==> config.mk <==
export PLATFORM = sky130hd
export DESIGN_NAME = acc_alu
export DESIGN_NICKNAME = d
export VERILOG_FILES = /design/src/rtl/acc_alu_pkg.sv /design/src/rtl/acc_alu_byte.sv /design/src/rtl/acc_alu_bcd.sv /design/src/rtl/acc_alu_word.sv /design/src/rtl/acc_alu.sv
export SDC_FILE = /design/constraint.sdc
export NUM_CORES = 1
export LEC_CHECK = 0
export CAP_MARGIN = 0
export CORE_AREA = 10 10 110 137
export DETAILED_ROUTE_END_ITERATION = 12
export DIE_AREA = 0 0 120 147
export DONT_BUFFER_PORTS = 1
export PLACE_DENSITY_LB_ADDON = 0.08
export SETUP_SLACK_MARGIN = 0.05
export SLEW_MARGIN = 10
export SYNTH_ARGS = -nofsm -noshare
export SYNTH_HDL_FRONTEND = slang
export SYNTH_HIERARCHICAL = 1
export SYNTH_SLANG_ARGS = --single-unit
==> constraint.sdc <==
create_clock -name clk -period 9.85 [get_ports clk]
set_clock_uncertainty 0.05 [all_clocks]
set_input_delay 0.985 -clock clk [delete_from_list [all_inputs] [get_ports clk]]
set_output_delay 0.985 -clock clk [all_outputs]
set_load 0.1 [all_outputs]
==> src/rtl/acc_alu_pkg.sv <==
package acc_alu_pkg;
  localparam int BYTE_W = 8;
  localparam int WORD_W = 2 * BYTE_W;
  localparam int OP_W   = 5;
  localparam int NIB_W  = BYTE_W / 2;

  localparam int FL_S = 7;
  localparam int FL_Z = 6;
  localparam int FL_H = 4;
  localparam int FL_P = 2;
  localparam int FL_N = 1;
  localparam int FL_C = 0;

  typedef enum logic [OP_W-1:0] {
    OP_ADD  = 5'd0,  OP_ADC  = 5'd1,  OP_SUB  = 5'd2,  OP_SBC  = 5'd3,
    OP_CMP  = 5'd4,  OP_AND  = 5'd5,  OP_OR   = 5'd6,  OP_XOR  = 5'd7,
    OP_INC  = 5'd8,  OP_DEC  = 5'd9,  OP_NEG  = 5'd10, OP_CPL  = 5'd11,
    OP_DAA  = 5'd12, OP_SCF  = 5'd13, OP_CCF  = 5'd14, OP_ADDW = 5'd15,
    OP_ADCW = 5'd16, OP_SBCW = 5'd17
  } alu_op_e;

  typedef struct packed {
    logic [WORD_W-1:0] value;
    logic [BYTE_W-1:0] flags;
  } alu_out_t;
endpackage

==> src/rtl/acc_alu_byte.sv <==
module acc_alu_byte
  import acc_alu_pkg::*;
(
  input  alu_op_e           op,
  input  logic [BYTE_W-1:0] a,
  input  logic [BYTE_W-1:0] b,
  input  logic [BYTE_W-1:0] fin,
  output logic [BYTE_W-1:0] res,
  output logic [BYTE_W-1:0] fout
);
  localparam int MSB = BYTE_W - 1;

  logic [BYTE_W-1:0] x, y;
  logic              ci;
  logic [BYTE_W:0]   sum_w, dif_w;
  logic [NIB_W:0]    sum_n, dif_n;
  logic              add_ov, sub_ov;

  always_comb begin
    x  = a;
    y  = b;
    ci = 1'b0;
    case (op)
      OP_ADC, OP_SBC: ci = fin[FL_C];
      OP_INC, OP_DEC: y  = BYTE_W'(1);
      OP_NEG: begin
        x = '0;
        y = a;
      end
      default: ;
    endcase
  end

  assign sum_w  = {1'b0, x} + {1'b0, y} + {{BYTE_W{1'b0}}, ci};
  assign dif_w  = {1'b0, x} - {1'b0, y} - {{BYTE_W{1'b0}}, ci};
  assign sum_n  = {1'b0, x[NIB_W-1:0]} + {1'b0, y[NIB_W-1:0]} + {{NIB_W{1'b0}}, ci};
  assign dif_n  = {1'b0, x[NIB_W-1:0]} - {1'b0, y[NIB_W-1:0]} - {{NIB_W{1'b0}}, ci};
  assign add_ov = (x[MSB] == y[MSB]) && (sum_w[MSB] != x[MSB]);
  assign sub_ov = (x[MSB] != y[MSB]) && (dif_w[MSB] != x[MSB]);

  always_comb begin
    res  = a;
    fout = fin;
    case (op)
      OP_ADD, OP_ADC, OP_INC: begin
        res        = sum_w[MSB:0];
        fout[FL_H] = sum_n[NIB_W];
        fout[FL_P] = add_ov;
        fout[FL_N] = 1'b0;
        if (op != OP_INC) fout[FL_C] = sum_w[BYTE_W];
      end
      OP_SUB, OP_SBC, OP_CMP, OP_DEC, OP_NEG: begin
        res        = (op == OP_CMP) ? a : dif_w[MSB:0];
        fout[FL_H] = dif_n[NIB_W];
        fout[FL_P] = sub_ov;
        fout[FL_N] = 1'b1;
        if (op != OP_DEC) fout[FL_C] = dif_w[BYTE_W];
      end
      OP_AND, OP_OR, OP_XOR: begin
        res        = (op == OP_AND) ? (a & b) : (op == OP_OR) ? (a | b) : (a ^ b);
        fout[FL_H] = (op == OP_AND);
        fout[FL_P] = ~^res;
        fout[FL_N] = 1'b0;
        fout[FL_C] = 1'b0;
      end
      OP_CPL: begin
        res        = ~a;
        fout[FL_H] = 1'b1;
        fout[FL_N] = 1'b1;
      end
      OP_SCF: begin
        fout[FL_C] = 1'b1;
        fout[FL_H] = 1'b0;
        fout[FL_N] = 1'b0;
      end
      OP_CCF: begin
        fout[FL_C] = ~fin[FL_C];
        fout[FL_H] = fin[FL_C];
        fout[FL_N] = 1'b0;
      end
      default: ;
    endcase
    case (op)
      OP_CPL, OP_SCF, OP_CCF: ;
      default: begin
        fout[FL_S] = (op == OP_CMP) ? dif_w[MSB] : res[MSB];
        fout[FL_Z] = (op == OP_CMP) ? (dif_w[MSB:0] == '0) : (res == '0);
      end
    endcase
  end
endmodule

==> src/rtl/acc_alu_bcd.sv <==
module acc_alu_bcd
  import acc_alu_pkg::*;
(
  input  logic [BYTE_W-1:0] a,
  input  logic [BYTE_W-1:0] fin,
  output logic [BYTE_W-1:0] res,
  output logic [BYTE_W-1:0] fout
);
  localparam logic [BYTE_W-1:0] LO_FIX = BYTE_W'(6);
  localparam logic [BYTE_W-1:0] HI_FIX = BYTE_W'(8'h60);
  localparam logic [NIB_W-1:0]  NIB_MAX = NIB_W'(9);

  logic [NIB_W-1:0]  lo;
  logic              need_lo, need_hi;
  logic [BYTE_W-1:0] corr;

  assign lo      = a[NIB_W-1:0];
  assign need_lo = fin[FL_H] || (lo > NIB_MAX);
  assign need_hi = fin[FL_C] || (a > BYTE_W'(8'h99));
  assign corr    = (need_lo ? LO_FIX : '0) | (need_hi ? HI_FIX : '0);

  always_comb begin
    fout       = fin;
    res        = fin[FL_N] ? (a - corr) : (a + corr);
    fout[FL_C] = fin[FL_C] | need_hi;
    fout[FL_H] = fin[FL_N] ? (fin[FL_H] && (lo < NIB_W'(6))) : (lo > NIB_MAX);
    fout[FL_S] = res[BYTE_W-1];
    fout[FL_Z] = (res == '0);
    fout[FL_P] = ~^res;
  end
endmodule

==> src/rtl/acc_alu_word.sv <==
module acc_alu_word
  import acc_alu_pkg::*;
(
  input  alu_op_e           op,
  input  logic [WORD_W-1:0] a,
  input  logic [WORD_W-1:0] b,
  input  logic [BYTE_W-1:0] fin,
  output logic [WORD_W-1:0] res,
  output logic [BYTE_W-1:0] fout
);
  localparam int MSB   = WORD_W - 1;
  localparam int LOW_W = WORD_W - NIB_W;

  logic            ci;
  logic [WORD_W:0] sum_w, dif_w;
  logic [LOW_W:0]  sum_l, dif_l;

  assign ci    = (op == OP_ADDW) ? 1'b0 : fin[FL_C];
  assign sum_w = {1'b0, a} + {1'b0, b} + {{WORD_W{1'b0}}, ci};
  assign dif_w = {1'b0, a} - {1'b0, b} - {{WORD_W{1'b0}}, ci};
  assign sum_l = {1'b0, a[LOW_W-1:0]} + {1'b0, b[LOW_W-1:0]} + {{LOW_W{1'b0}}, ci};
  assign dif_l = {1'b0, a[LOW_W-1:0]} - {1'b0, b[LOW_W-1:0]} - {{LOW_W{1'b0}}, ci};

  always_comb begin
    fout = fin;
    if (op == OP_SBCW) begin
      res        = dif_w[MSB:0];
      fout[FL_H] = dif_l[LOW_W];
      fout[FL_C] = dif_w[WORD_W];
      fout[FL_N] = 1'b1;
      fout[FL_P] = (a[MSB] != b[MSB]) && (dif_w[MSB] != a[MSB]);
    end else begin
      res        = sum_w[MSB:0];
      fout[FL_H] = sum_l[LOW_W];
      fout[FL_C] = sum_w[WORD_W];
      fout[FL_N] = 1'b0;
      fout[FL_P] = (a[MSB] == b[MSB]) && (sum_w[MSB] != a[MSB]);
    end
    if (op == OP_ADDW) begin
      fout[FL_P] = fin[FL_P];
    end else begin
      fout[FL_S] = res[MSB];
      fout[FL_Z] = (res == '0);
    end
  end
endmodule

==> src/rtl/acc_alu.sv <==
module acc_alu
  import acc_alu_pkg::*;
(
  input  logic              clk,
  input  logic              rst_n,
  input  logic              in_valid,
  output logic              in_ready,
  input  logic [OP_W-1:0]   in_op,
  input  logic [WORD_W-1:0] in_a,
  input  logic [WORD_W-1:0] in_b,
  input  logic [BYTE_W-1:0] in_flags,
  output logic              out_valid,
  input  logic              out_ready,
  output logic [WORD_W-1:0] out_result,
  output logic [BYTE_W-1:0] out_flags
);
  alu_op_e           op;
  logic [BYTE_W-1:0] byte_res, byte_fl, bcd_res, bcd_fl, word_fl;
  logic [WORD_W-1:0] word_res;
  alu_out_t          nxt, held;
  logic              take;

  assign op = alu_op_e'(in_op);

  acc_alu_byte u_byte (
    .op(op), .a(in_a[BYTE_W-1:0]), .b(in_b[BYTE_W-1:0]), .fin(in_flags),
    .res(byte_res), .fout(byte_fl)
  );

  acc_alu_bcd u_bcd (
    .a(in_a[BYTE_W-1:0]), .fin(in_flags), .res(bcd_res), .fout(bcd_fl)
  );

  acc_alu_word u_word (
    .op(op), .a(in_a), .b(in_b), .fin(in_flags), .res(word_res), .fout(word_fl)
  );

  always_comb begin
    case (op)
      OP_DAA: nxt = '{value: {{BYTE_W{1'b0}}, bcd_res}, flags: bcd_fl};
      OP_ADDW, OP_ADCW, OP_SBCW: nxt = '{value: word_res, flags: word_fl};
      OP_ADD, OP_ADC, OP_SUB, OP_SBC, OP_CMP, OP_AND, OP_OR, OP_XOR,
      OP_INC, OP_DEC, OP_NEG, OP_CPL, OP_SCF, OP_CCF:
        nxt = '{value: {{BYTE_W{1'b0}}, byte_res}, flags: byte_fl};
      default: nxt = '{value: in_a, flags: in_flags};
    endcase
  end

  assign in_ready = !out_valid || out_ready;
  assign take     = in_valid && in_ready;

  always_ff @(posedge clk) begin
    if (!rst_n) begin
      out_valid <= 1'b0;
      held      <= '0;
    end else begin
      if (take) begin
        held      <= nxt;
        out_valid <= 1'b1;
      end else if (out_ready) begin
        out_valid <= 1'b0;
      end
    end
  end

  assign out_result = held.value;
  assign out_flags  = held.flags;

  a_r1_hold_when_stalled: assert property (@(posedge clk) disable iff (!rst_n)
    (out_valid && !out_ready) |=> (out_valid && $stable(out_result) && $stable(out_flags)));

  a_r1_accept_gives_result: assert property (@(posedge clk) disable iff (!rst_n)
    (in_valid && in_ready) |=> out_valid);

  a_r2_spare_bits_copied: assert property (@(posedge clk) disable iff (!rst_n)
    (in_valid && in_ready) |=> (out_flags[5] == $past(in_flags[5]) && out_flags[3] == $past(in_flags[3])));

  a_r5_compare_keeps_acc: assert property (@(posedge clk) disable iff (!rst_n)
    (in_valid && in_ready && in_op == OP_CMP) |=> out_result == {{BYTE_W{1'b0}}, $past(in_a[BYTE_W-1:0])});

  a_r6_logic_clears_n_c: assert property (@(posedge clk) disable iff (!rst_n)
    (in_valid && in_ready && (in_op == OP_AND || in_op == OP_OR || in_op == OP_XOR))
      |=> (!out_flags[FL_N] && !out_flags[FL_C]));

  a_r10_word_add_keeps_szp: assert property (@(posedge clk) disable iff (!rst_n)
    (in_valid && in_ready && in_op == OP_ADDW)
      |=> (out_flags[FL_S] == $past(in_flags[FL_S]) && out_flags[FL_Z] == $past(in_flags[FL_Z])
           && out_flags[FL_P] == $past(in_flags[FL_P]) && !out_flags[FL_N]));
endmodule

==> results, run 1 <==
- The final-stage net count is 1,025.
- The layout has 1,288 filler cells.
- The root buffer selected by CTS is sky130_fd_sc_hd__clkbuf_16.
- The detailed-router iteration count before antenna repair is 8.
- In the routed design, unresolved DRC markers number 0.
- Yosys mapped the design onto 96 distinct sky130hd cell types.
- Global routing consumed, over all layers together, 25.23% of the routing resources.
- The global placement routability congestion is 0.9603.
- Setup slack closes at 5034 ps.
- At the worst endpoint, the required time is 9990 ps.
- The number of synthesized register bits is 25.
- The placed instances occupy a cell area of 6645 um2.
- STA classifies the critical path endpoint as a flip-flop.
- The final critical path takes up 48.89% of the cycle.
- The worst hold path begins at rst_n.
- The dominant synthesized flop cell is sky130_fd_sc_hd__dfxtp_1.
- The final design instance area without fill is 6729 um2.
- The clock tree from TritonCTS is done.
- The instance count of the mapped netlist is 918.
- Yosys mapped a number of flops with a built-in enable equal to 0.
- The final-report hold violation count is 0.
- The type of the worst min-delay path is input pin to flip-flop.
- In this run the horizontal extent of the chip is 120 um.
- The number of port buffers is 0.
- The clock sink total is 25.
- The Yosys step of the flow raised 6 warnings.
- The cell internal power dissipation is 348.4 uW.
- The worst register-to-register path has a depth of 4.
- The setup path with the least slack is of type input pin to flip-flop.
- The post-detailed-route wirelength per cell is around 23 um.
- The part of the power in registers is 25.0%.
- The total number of vias is 6,818.
- The total power is ~710 uW.
- The repair_antennas step left the layout with diodes totalling 0.
- The number of slew-limit violations in the final report is 0.
- In this run, placement finished with an instance count of just over 1,000.
- The first routing iteration left 529 violations.
- The total of hold buffers inserted after clock tree synthesis is 0.
- The number of antenna violations at the first check in global routing came to 0.
- The run finished with clean final reports.
- The region available for standard cell placement spans about 12,000 um2.
- Setup total negative slack on the finished layout was measured at 0 ps.
- Data arrives at the worst endpoint at 4950 ps.
- The clock buffer count from CTS is 3.
- The H-tree depth reported by CTS is 1.
- Leaving out filler cells and counting taps, the final layout contains 1,042.
- The reg-to-reg endpoint is out_flags[2]$_SDFFE_PN0P_.
- The area of the die is about 18,000 um2.
- The global-route wire length before repair is 35.97 mm.
- Once detailed placement completed, the half-perimeter wirelength came to between 15 and 20 mm.
- The largest stage delay on the critical path is 500 ps.
- Measured on the finished design, the core utilization comes to a little over half.
- The switching fraction of total power is 51.19%.
- Once the clock tree was built, the resizer swapped 0 gates to a different size.
- Setup repair after global routing left no endpoint under its margin.
- Ranked by total cell area, the synthesized netlist is headed by sky130_fd_sc_hd__ha_1 (17%), sky130_fd_sc_hd__dfxtp_1 (7.5%), sky130_fd_sc_hd__inv_1 (6.2%).
- From bottom edge to top edge, the die measures between 100 and 150 um.
- The last element of the critical path is out_flags[6]$_SDFFE_PN0P_.
- The clock latency on the worst-skew pair is around 260 ps.
- The synthesized area is between 6000 and 7000 um2.
- Post-CTS timing repair inserted 0 buffers for setup.
- The startpoint identified for the worst register-to-register timing path is out_valid$_SDFFE_PN0P_.
- Of all nets on the critical path, the largest fanout is 27.
- The clock transition at the registers of the reported paths is 70 ps.
- The net count of the mapped netlist is 1,068.
- The overall routed net length is roughly 24 mm.
- The average cell area after synthesis is 7.286 um2.
- The clock network fraction of design power is 13.3%.
- The reg2reg setup slack is 6380 ps.
- Setup violations remaining at the end of the flow were counted as 0.
- Hold timing on the final database bottoms out at a slack of 803.6 ps.
- At the pin with the least slew margin, the transition time is 1095 ps.
- The buffer depth of the longest clock path is 2.
- The shortest clock period the worst path allows after layout is 4816 ps.
- Among all stages on the critical path, the largest delay is contributed by sky130_fd_sc_hd__o22ai_1.
- Of the post-synthesis cell area, the dominant cell type holds 17.40%.
- The worst pin sits at a relative slew slack of 26.80%.
- The startpoint of the worst setup timing path is in_op[4].
- In this run the count of I/O pins placed on the die edge is 75.
- The largest net degree at the start of global routing is 48.
- The power per cell area is 106.1 nW/um2.
- Relative to the synthesized area, the layout overhead comes to 0.5985%.
- In this run the core area contains 46 standard-cell rows.
- The achievable clock frequency is 207.6 MHz.
- The number of vias per cell after detailed routing is 6.543.
- The share of flip-flops with an asynchronous set or reset is 0%.
- The static leakage is 3.010 nW.
- The total overflow left after global routing is 0.
- The fraction of power consumed by combinational cells is around three fifths.
- In the final layout, the share of cells above drive strength 1 is 6.064%.
- For this configuration, the core starts out at a cell density of a little over half.
- The number of max-cap violations is 0.
- OpenSTA, run right after detailed placement, puts the worst setup slack at 4767 ps.
- The share of the Yosys chip area taken by registers is under 10%.
- The post-route antenna net violation count is 0.
- Across the VDD grid, the largest voltage drop is 0.07973 mV.
- Summed over all nets, the switching power comes to about 370 uW.
- The number of global-route vias before repair is 6,577.
- Traced cell by cell, the critical path runs through nor3b_2 -> nand3_1 -> o22ai_1 -> inv_1 -> fa_1 -> nand2b_1 -> a2111oi_0 -> nor3_1 -> xor2_1 -> a221oi_1 -> o2111ai_1 -> o31ai_1 -> nand2_1 -> a31oi_1.
- The nature of the critical path startpoint is an input pin.
- Of all cell types, the one taking the most synthesized area is sky130_fd_sc_hd__ha_1.
==> per-layer routing <==
metal | track usage (%) | routed length, um | vias to the layer above | share of wire, %
met5 | 0 | 0 | - | 0
met4 | 16.20 | 1661 | 0 | 7.0
met3 | 3.259 | 1468 | 90 | 6.2
met2 | 46.25 | 12140 | 309 | 51
met1 | 26.23 | 8484 | 3202 | 36
li1 | - | - | 3217 | -
==> power groups by stage <==
| stage | Combinational [mW] | Sequential [mW] | Clock [mW] |
|---|---|---|---|
| global placement | 0.425 | 0.181 | 0 |
| global route | 0.480 | 0.179 | 0.0994 |
| detailed placement | 0.431 | 0.181 | 0 |
| finish | 0.440 | 0.179 | 0.0949 |
| CTS | 0.434 | 0.179 | 0.0956 |
| floorplan | 0.350 | 0.177 | 0 |
==> sequential cells by signal, summed over array words and instances, names as in the netlist <==
register	cells
out_result	16
out_flags	8
out_valid	1
==> cell families after synthesis <==
group	synth area share (%)
buffers and inverters	10.49
multiplexers	2.357
AND/OR/NAND/NOR	20.54
XOR/XNOR	7.800
flip-flops	7.482
adder cells (fa/ha/maj)	19.79
AO/OA/AOI/OAI	31.54
==> final cells by class <==
| type | count | area [um2] | share of cell area (%) |
|---|---|---|---|
| multi-input combinational | 729 | 5492 | 81.61 |
| sequential | 25 | 500.5 | 7.438 |
| inverter | 114 | 427.9 | 6.359 |
| tap | 168 | 210.2 | 3.124 |
| clock buffer | 3 | 75.07 | 1.116 |
| timing repair buffer | 2 | 15.01 | 0.2231 |
| clock inverter | 1 | 8.758 | 0.1302 |
==> worst min-delay path by stage <==
stage / to / cells after the start
CTS: out_result[8]$_SDFFE_PN0P_ / 2
global placement: out_result[11]$_SDFFE_PN0P_ / 2
detailed placement: out_flags[1]$_SDFFE_PN0P_ / 2
global route: out_result[8]$_SDFFE_PN0P_ / 2
floorplan: out_result[10]$_SDFFE_PN0P_ / 2
finish: out_result[8]$_SDFFE_PN0P_ / 2
==> layout by cell type, fill, tap and decap left out, types with 4 or more instances in the layout <==
cell	netlist	routed
sky130_fd_sc_hd__a31oi_1	25	25
sky130_fd_sc_hd__a221oi_1	16	16
sky130_fd_sc_hd__ha_1	93	93
sky130_fd_sc_hd__nor2b_1	7	7
sky130_fd_sc_hd__inv_1	110	110
sky130_fd_sc_hd__o21bai_1	5	5
sky130_fd_sc_hd__nand2_1	65	65
sky130_fd_sc_hd__nor4_1	4	4
sky130_fd_sc_hd__nor2_1	69	69
sky130_fd_sc_hd__a311oi_1	6	6
sky130_fd_sc_hd__xnor2_1	41	41
sky130_fd_sc_hd__nand3_1	16	16
sky130_fd_sc_hd__fa_1	8	8
sky130_fd_sc_hd__a211oi_1	4	4
sky130_fd_sc_hd__a221oi_2	11	11
sky130_fd_sc_hd__o22ai_1	14	14
sky130_fd_sc_hd__o31ai_1	4	4
sky130_fd_sc_hd__nand2b_1	24	24
sky130_fd_sc_hd__mux2_2	4	4
sky130_fd_sc_hd__nor3b_1	6	5
sky130_fd_sc_hd__xor2_1	16	16
sky130_fd_sc_hd__mux2i_1	9	9
sky130_fd_sc_hd__o21ai_0	73	73
sky130_fd_sc_hd__o211ai_1	8	8
sky130_fd_sc_hd__dfxtp_1	25	25
sky130_fd_sc_hd__nand3b_1	7	7
sky130_fd_sc_hd__or3_1	5	5
sky130_fd_sc_hd__and3_1	7	7
sky130_fd_sc_hd__a22oi_1	9	9
sky130_fd_sc_hd__a21o_1	14	14
sky130_fd_sc_hd__o211a_1	4	4
sky130_fd_sc_hd__or2_2	5	5
sky130_fd_sc_hd__a21oi_1	49	49
sky130_fd_sc_hd__nor3_1	15	15
sky130_fd_sc_hd__o21ai_1	4	4
==> synthesized netlist by cell type, drive strengths merged, types with 6 or more instances <==
cell type	count
inv	112
ha	93
o21ai	77
nor2	70
nand2	65
a21oi	49
xnor2	41
buf	34
a221oi	27
a31oi	26
dfxtp	25
nand2b	24
nor3	17
clkbuf	16
nand3	16
xor2	16
a21o	15
o22ai	14
a22oi	9
mux2i	9
fa	8
nand3b	8
nor2b	8
o211ai	8
and3	7
nor3b	7
or2	7
a311oi	6
o21bai	6
==> critical path: cells and delay by family <==
family,cells,cell delay [ps]
simple gates,5,1170
fa+ha+maj,1,460
compound gates,6,2000
buf+inv,1,140
xor+xnor,1,180
Power figures use the tool's default switching activity.
==> inputs of run 2 (changes only) <==
==> constraint.sdc (replaced) <==
create_clock -name clk -period 4.3 [get_ports clk]
set_clock_uncertainty 0.05 [all_clocks]
set_input_delay 0.43 -clock clk [delete_from_list [all_inputs] [get_ports clk]]
set_output_delay 0.43 -clock clk [all_outputs]
set_load 0.1 [all_outputs]
==> run 2 against run 1 <==
  * Clock power grew 130%
  * Final area grew 1.4%
  * Largest cell class unchanged
  * Non-clock buffer count grew 13
  * Combinational power grew 130%
  * Utilization grew 0.77 points
  * Critical endpoint unchanged
==> results, run 2 (synthesized netlist as in run 1, its figures left out) <==
- The flow ran to the end, and the final reports show no timing, DRC or antenna violations.
- The standard cell with the maximum stage delay on the critical path is sky130_fd_sc_hd__a221oi_1.
- The setup TNS is 0 ps (unchanged).
- For hold timing, the worst endpoint is out_result[9]$_SDFFE_PN0P_.
- The global-route wire length before repair is 36.84 mm (+2.4%).
- The worst setup path is launched from an input pin.
- The critical path is of the input pin to flip-flop type.
- The number of antenna violations at the first check in global routing came to 0 (unchanged).
- The total power came to 1.648 mW (+130%).
- The clock latency on the worst-skew pair is 260 ps (about the same).
- The number of cells on the worst hold path is 2 (unchanged).
- The slew at the pin closest to its max-slew limit is 1054 ps (-41.54 ps).
- The overall routed net length is 24.23 mm (+2.0%).
- The DRC marker count from the first detailed-route iteration is 600 (+13%).
- The number of vias per cell after detailed routing is 6.489 (-0.83%).
- The final antenna diode count was 0 (unchanged).
- The final design instance area without fill is 6825 um2 (+1.4%).
- The total number of vias is 6,846 (+0.41%).
- The detailed-route DRC error count is 0 (unchanged).
- The most numerous cell on the critical path is sky130_fd_sc_hd__ha_1.
- The final global-route overflow total is 0 (unchanged).
- The starting utilization of the core area came to 53.56% (unchanged).
- The remaining max-slew budget at the tightest pin is 29.57% (+2.8 points).
- Static timing analysis puts the maximum clock frequency at 254.1 MHz.
- The buffer depth of the longest clock path is 2 (unchanged).
- The root buffer selected by CTS is sky130_fd_sc_hd__clkbuf_16.
- The endpoint identified for the worst register-to-register timing path is out_flags[4]$_SDFFE_PN0P_.
- The pre-CTS setup slack was 220.9 ps (-4546 ps).
- Setup repair after global routing left no endpoint under its margin.
- The global placement routability congestion came to 0.9589 (-0.15%).
- The H-tree depth reported by CTS is 1 (unchanged).
- The half-perimeter wire length of the detailed placement result came to 19.21 mm (+0.90%).
- The area of the core region is 12,490 um2 (unchanged).
- The area of the die was 17,640 um2 (unchanged).
- The startpoint identified for the worst hold timing path is rst_n.
- The number of slew-limit violations in the final report is 0 (unchanged).
- The arrival time reported for the critical path endpoint was 4080 ps (-870 ps).
- The worst setup margin is 364.8 ps (-4669 ps).
- The placed instance count is 1,051 (+1.3%).
- The clock sink total was 25 (unchanged).
- The largest stage delay on the critical path is 500 ps (about the same).
- The shortest clock period the worst path allows after layout is 3935 ps.
- The number of port buffers was 0 (unchanged).
- The number of flip-flops under the largest register name is 16 (unchanged).
- The launch instance of the worst register-to-register path is out_valid$_SDFFE_PN0P_.
- The fraction of layout instances using a drive strength above 1 is 7.441% (+1.4 points).
- The fraction of the cycle the final worst path needs is 91.52%.
- The cell area reported after detailed placement is 6743 um2 (+1.5%).
- The number of primary I/O pins is 75 (unchanged).
- The post-detailed-route wirelength per cell is 22.97 um (+0.76%).
- The reg2reg setup slack came to 1760 ps (-4620 ps).
- The final-stage net count is 1,038 (+1.3%).
- The kind of end point of the critical path is a flip-flop.
- The number of fill cells is 1,263 (-1.9%).
- The global-route total usage across every layer is 25.89% (+0.66 points).
- The required time at the worst-slack endpoint is 4440 ps (-5550 ps).
- Leaving out fill and tap cells, the most frequent cell in the layout is sky130_fd_sc_hd__inv_1.
- The clock tree from TritonCTS is done.
- The power per cell area was 241.4 nW/um2 (+130%).
- The total of hold buffers inserted after clock tree synthesis is 0 (unchanged).
- The vertical die dimension is 147 um (unchanged).
- The number of cells on the worst reg-to-reg path is 6 (+2).
- The static leakage came to 3.067 nW (+1.9%).
- The clock transition at the registers of the reported paths came to 70 ps (about the same).
- The post-route antenna net violation count is 0 (unchanged).
- The detailed-router iteration count before antenna repair is 5 (-3).
- The number of global-route vias before repair was 6,774 (+3.0%).
- Traced cell by cell, the critical path runs through or3b_4 -> a21oi_1 -> buf_4 -> o22ai_1 -> ha_1 -> inv_1 -> ha_1 -> a2111oi_0 -> nor3_1 -> xor2_1 -> a221oi_1 -> o2111ai_1 -> o31ai_1 -> nand2_1 -> a31oi_1.
- The min-delay analysis places its worst path in the category input pin to flip-flop.
- The largest fanout on the critical path is 27 (unchanged).
- The chip width is 120 um (unchanged).
- Leaving out fill and tap cells, the most frequent cells in the layout are sky130_fd_sc_hd__inv_1 (110), sky130_fd_sc_hd__ha_1 (93), sky130_fd_sc_hd__o21ai_0 (73).
- The largest net degree at the start of global routing is 48 (unchanged).
- The number of setup buffers added after CTS came to 0 (unchanged).
- From synthesis to final layout, the design area changed by 2.039%.
- The final count of negative-setup-slack endpoints is 0 (unchanged).
- The number of max-cap violations is 0 (unchanged).
- The final-report hold violation count is 0 (unchanged).
- The clock buffer count from CTS is 3 (unchanged).
- The worst-case vdd ir drop is 0.1976 mV (+150%).
- The count of cells resized by post-cts repair is 0 (unchanged).
- The final cell count without fillers was 1,055 (+1.2%).
- The count of standard-cell rows is 46 (unchanged).
[run 2: per-stage QoR]
step	util (%)	hold WS, ps
floorplan	-	518.3
global placement	53.99	521.0
detailed placement	53.99	522.8
CTS	54.65	253.0
global route	54.65	258.3
finish	54.65	252.2
[run 2: worst max-delay path, delay by kind of cell]
family	cells	cell delay (ps)
AO/OA/AOI/OAI	7	1800
XOR/XNOR	1	190
adder cells (fa/ha/maj)	2	710
buffers and inverters	2	270
AND/OR/NAND/NOR	3	670
[run 2: worst max-delay path by stage]
stage | start | end | cells past startpoint
final | in_op[4] | out_flags[6]$_SDFFE_PN0P_ | 15
after global placement | in_op[4] | out_flags[6]$_SDFFE_PN0P_ | 15
after floorplan | in_op[1] | out_flags[6]$_SDFFE_PN0P_ | 16
after CTS | in_op[4] | out_flags[6]$_SDFFE_PN0P_ | 15
after global routing | in_op[4] | out_flags[6]$_SDFFE_PN0P_ | 15
after detailed placement | in_op[4] | out_flags[6]$_SDFFE_PN0P_ | 15
[run 2: area by class of cell]
type	count	area (um2)	area share, %
Clock inverter	1	7.507	0.1100
Tap cell	168	210.2	3.080
Sequential cell	25	500.5	7.333
Inverter	114	427.9	6.269
Multi-Input combinational cell	729	5492	80.46
Clock buffer	3	75.07	1.100
Timing Repair Buffer	15	112.6	1.650
[run 2: routing by layer]
layer	wire (um)	GRT usage, %	part of all wire [%]
met1	8551	26.81	35
met2	12620	48.46	52
met3	1543	3.451	6.4
met4	1519	14.57	6.3
met5	0	0	0
[run 2: power by group]
| group | switching (mW) | total, mW | leakage, nW | internal [mW] |
|---|---|---|---|---|
| clock network | 0.0878 | 0.214 | 0.0371 | 0.126 |
| registers | 0.152 | 0.403 | 0.207 | 0.251 |
| logic | 0.600 | 1.03 | 2.82 | 0.430 |
| total | 0.840 | 1.65 | 3.07 | 0.808 |
==> inputs of run 3 (changes only) <==
--- a/config.mk
+++ b/config.mk
@@ -5,10 +5,11 @@
 export SDC_FILE = /design/constraint.sdc
 export NUM_CORES = 1
 export LEC_CHECK = 0
+export ABC_AREA = 1
 export CAP_MARGIN = 0
-export CORE_AREA = 10 10 110 137
+export CORE_AREA = 10 10 114 142
 export DETAILED_ROUTE_END_ITERATION = 12
-export DIE_AREA = 0 0 120 147
+export DIE_AREA = 0 0 124 152
 export DONT_BUFFER_PORTS = 1
 export PLACE_DENSITY_LB_ADDON = 0.08
 export SETUP_SLACK_MARGIN = 0.05
==> run 3 against run 2 <==
  * Die area up 6.8%
  * Critical path type unchanged
  * Global-route usage decreased by 0.66 points
  * Maximum frequency up 13%
==> results, run 3 <==
- The worst hold path belongs to the class input pin to flip-flop.
- The half-perimeter wire length of the detailed placement result is 20.07 mm (+4.4%).
- The library cell with the largest summed area after synthesis is sky130_fd_sc_hd__nand2_1.
- The worst-case hold slack is 258.5 ps (+6.262 ps).
- The final antenna diode count is 0 (unchanged).
- The standard cell with the maximum stage delay on the critical path is sky130_fd_sc_hd__ha_1.
- The largest stage delay on the critical path was 360 ps (-140 ps).
- The setup TNS is 0 ps (unchanged).
- The total of hold buffers inserted after clock tree synthesis is 0 (unchanged).
- The global-route track usage on met3 is 4.264% (+0.81 points).
- The static leakage is 4.278 nW (+39%).
- The worst-case vdd ir drop was 0.2095 mV (+6.0%).
- The share of synthesized area spent on multiplexers is 0% (-2.4 points).
- The fraction of layout instances using a drive strength above 1 is 5.745% (-1.7 points).
- The clock sink total is 25 (unchanged).
- The area share of the largest cell type after synthesis was 18.88% (+1.5 points).
- The arrival time reported for the critical path endpoint is 3580 ps (-500 ps).
- The detailed-router iteration count before antenna repair was 7 (+2).
- The met2 global-route usage is 44.42% (-4.0 points).
- The global-route wire length before repair is 38.73 mm (+5.1%).
- The clock latency on the worst-skew pair is 260 ps (about the same).
- The post-route antenna net violation count is 0 (unchanged).
- The DRC marker count from the first detailed-route iteration is 653 (+8.8%).
- The global-route total usage across every layer was 25.23% (-0.66 points).
- The power per cell area is 219.9 nW/um2 (-8.9%).
- The final count of negative-setup-slack endpoints is 0 (unchanged).
- The number of primary I/O pins is 75 (unchanged).
- The sequential fraction of the synthesis area was 6.876% (-0.61 points).
- The instance count of the mapped netlist came to 1,316 (+43%).
- The final global-route overflow total was 0 (unchanged).
- The top cell types in the final layout, fill and taps aside, are sky130_fd_sc_hd__nand2_1 (366), sky130_fd_sc_hd__inv_1 (236), sky130_fd_sc_hd__nand3_1 (165).
- The final-report hold violation count is 0 (unchanged).
- The final-stage net count is 1,439 (+39%).
- The detailed-route DRC error count is 0 (unchanged).
- The number of antenna violations at the first check in global routing came to 0 (unchanged).
- The number of global-route vias before repair is 7,657 (+13%).
- The root buffer selected by CTS is sky130_fd_sc_hd__clkbuf_16.
- The post-synthesis share of cell area spent on and, or, nand and nor gates is 48.72% (+28 points).
- The met1 track demand over resource in global routing is 27.54% (+0.72 points).
- The distinct cell type count of the synthesized netlist is 48 (-50%).
- The area of the core region is 13,510 um2 (+8.2%).
- The slew at the pin closest to its max-slew limit is 1011 ps (-42.61 ps).
- The achievable clock frequency is 287.2 MHz (+13%).
- The clock tree from TritonCTS is done.
- The combinational family with the most area after synthesis is simple AND/OR/NAND/NOR gates.
- The area growth from synthesis to layout is 1.152%.
- The overall routed net length was 24.16 mm (-0.28%).
- The shortest clock period the worst path allows after layout is 3481 ps (-453.8 ps).
- The number of slew-limit violations in the final report is 0 (unchanged).
- The synthesized area is 7278 um2 (+8.8%).
- The total number of vias came to 8,130 (+19%).
- In this run the most used layer during global routing was met2.
- The chip width is 124 um (+3.3%).
- Counting instances in the post-synthesis netlist gives the leading cell types as sky130_fd_sc_hd__nand2_1 (366), sky130_fd_sc_hd__inv_1 (236), sky130_fd_sc_hd__nand3_1 (165), sky130_fd_sc_hd__nor2_1 (128), sky130_fd_sc_hd__ha_1 (93).
- The global placement routability congestion was 0.9887 (+3.1%).
- The post-synthesis adder-cell area fraction is 18.19% (-1.6 points).
- The number of fill cells is 1,523 (+21%).
- The category of cells accounting for the largest share of critical-path delay is simple AND/OR/NAND/NOR gates.
- The cell area reported after detailed placement is 7283 um2 (+8.0%).
- The number of synthesized register bits came to 25 (unchanged).
- The starting utilization of the core area is 53.86% (+0.30 points).
- The average cell area after synthesis is 5.531 um2 (-24%).
- The number of vias per cell after detailed routing is 5.557 (-14%).
- The share of flip-flops with an asynchronous set or reset is 0% (unchanged).
- The most frequent standard cell in the layout excluding fill and tap cells is sky130_fd_sc_hd__nand2_1.
- The dominant synthesized flop cell is sky130_fd_sc_hd__dfxtp_1.
- The buffer depth of the longest clock path is 2 (unchanged).
- The count of standard-cell rows is 48 (+4.3%).
- The flow ran to the end, and the final reports show no timing, DRC or antenna violations.
- The count of cells resized by post-cts repair is 0 (unchanged).
- The warning count from the yosys run is 6 (unchanged).
- The number of synthesized flops with an enable pin came to 0 (unchanged).
- The required time at the worst-slack endpoint is 4400 ps (-40 ps).
- The number of flip-flops under the largest register name is 16 (unchanged).
- The parity-gate share of the synthesized area counting xor and xnor cells is 1.805% (-6.0 points).
- The number of setup buffers added after CTS is 0 (unchanged).
- The worst setup path is captured at a flip-flop.
- The worst setup path is of the input pin to flip-flop kind.
- The final design instance area without fill is 7362 um2 (+7.9%).
- The utilization after layout is 54.48% (-0.17 points).
- The net count of the mapped netlist was 1,466 (+37%).
- The number of port buffers is 0 (unchanged).
- Setup repair after global routing left no endpoint under its margin.
- The area of the die is 18,850 um2 (+6.8%).
- The largest net degree at the start of global routing is 35 (-27%).
- The remaining max-slew budget at the tightest pin came to 32.49% (+2.9 points).
- The post-detailed-route wirelength per cell is 16.52 um (-28%).
- The most numerous cell in the Yosys netlist is sky130_fd_sc_hd__nand2_1.
- The sum of buffers and inverters on the critical path is 5 (+3).
- The number of max-cap violations is 0 (unchanged).
- The fraction of the cycle the final worst path needs is 80.96% (-11 points).
- The placed instance count is 1,459 (+39%).
- The largest fanout on the critical path is 34 (+26%).
- The clock buffer count from CTS is 3 (unchanged).
- The nature of the critical path startpoint is an input pin.
- The H-tree depth reported by CTS is 1 (unchanged).
- The most numerous cell on the critical path is sky130_fd_sc_hd__nand2_1.
- The vertical die dimension is 152 um (+3.4%).
- The clock transition at the registers of the reported paths is 70 ps (about the same).
- The final cell count without fillers is 1,463 (+39%).
- Sorting the synthesized cells by area gives the leading types as sky130_fd_sc_hd__nand2_1 (19%), sky130_fd_sc_hd__ha_1 (16%), sky130_fd_sc_hd__inv_1 (12%).
- The compound-cell area share of the yosys netlist came to 8.527% (-23 points).
## run 3: changes by cell type in the layout (fill, tap and decap cells not counted), moves of 11 or more
cell / previous run / this run
sky130_fd_sc_hd__nand2_1: 65 / 366
sky130_fd_sc_hd__nand3_1: 16 / 165
sky130_fd_sc_hd__inv_1: 110 / 236
sky130_fd_sc_hd__nor2_1: 69 / 128
sky130_fd_sc_hd__nand4_1: 1 / 47
sky130_fd_sc_hd__o21ai_0: 73 / 37
sky130_fd_sc_hd__xnor2_1: 41 / 7
sky130_fd_sc_hd__nand2_2: 0 / 27
sky130_fd_sc_hd__nand2b_1: 24 / 0
sky130_fd_sc_hd__a31oi_1: 25 / 3
sky130_fd_sc_hd__a221oi_1: 16 / 1
sky130_fd_sc_hd__a21o_1: 14 / 0
sky130_fd_sc_hd__buf_4: 15 / 3
sky130_fd_sc_hd__a221oi_2: 11 / 0
## run 3: cell type report
class	count	area [um2]	share of cell area, %
multi-input combinational	1011	5622	76.36
inverter	245	919.6	12.49
sequential	25	500.5	6.798
tap	175	219.0	2.974
clock buffer	4	78.83	1.071
timing repair buffer	3	22.52	0.3059
## run 3: cell families after synthesis
family | Yosys count
adders and majority gates | 101
xor gates and xnor gates | 15
and+or+nand+nor | 786
AOI/OAI and AO/OA | 109
DFF | 25
buffers and inverters | 280
## run 3: metrics by stage
stage | worst slack, ps | power, mW
floorplan | 1004 | 1.201
global placement | 672.0 | 1.392
global route | 469.1 | 1.774
finish | 818.6 | 1.619
CTS | 906.0 | 1.609
detailed placement | 643.2 | 1.399
## run 3: worst paths after layout
path,startpoint,endpoint,slack (ps),cells past startpoint
worst max-delay path,in_op[4],out_flags[7]$_SDFFE_PN0P_,820,26
worst min-delay path,rst_n,out_result[0]$_SDFFE_PN0P_,260,2
worst max register to register,out_valid$_SDFFE_PN0P_,out_result[0]$_SDFFE_PN0P_,2020,9
worst min register to register,out_result[1]$_SDFFE_PN0P_,out_result[1]$_SDFFE_PN0P_,970,2
## run 3: where the power goes
group	internal (mW)	switching, mW	total [mW]
clock	0.127	0.0829	0.210
sequential	0.252	0.153	0.405
combinational	0.351	0.653	1.00
## run 3: routing by layer
layer	vias to the layer above	share of wire, %
met5	-	0
met4	0	6.6
met3	87	6.9
met2	311	49
met1	3617	37
li1	4115	-
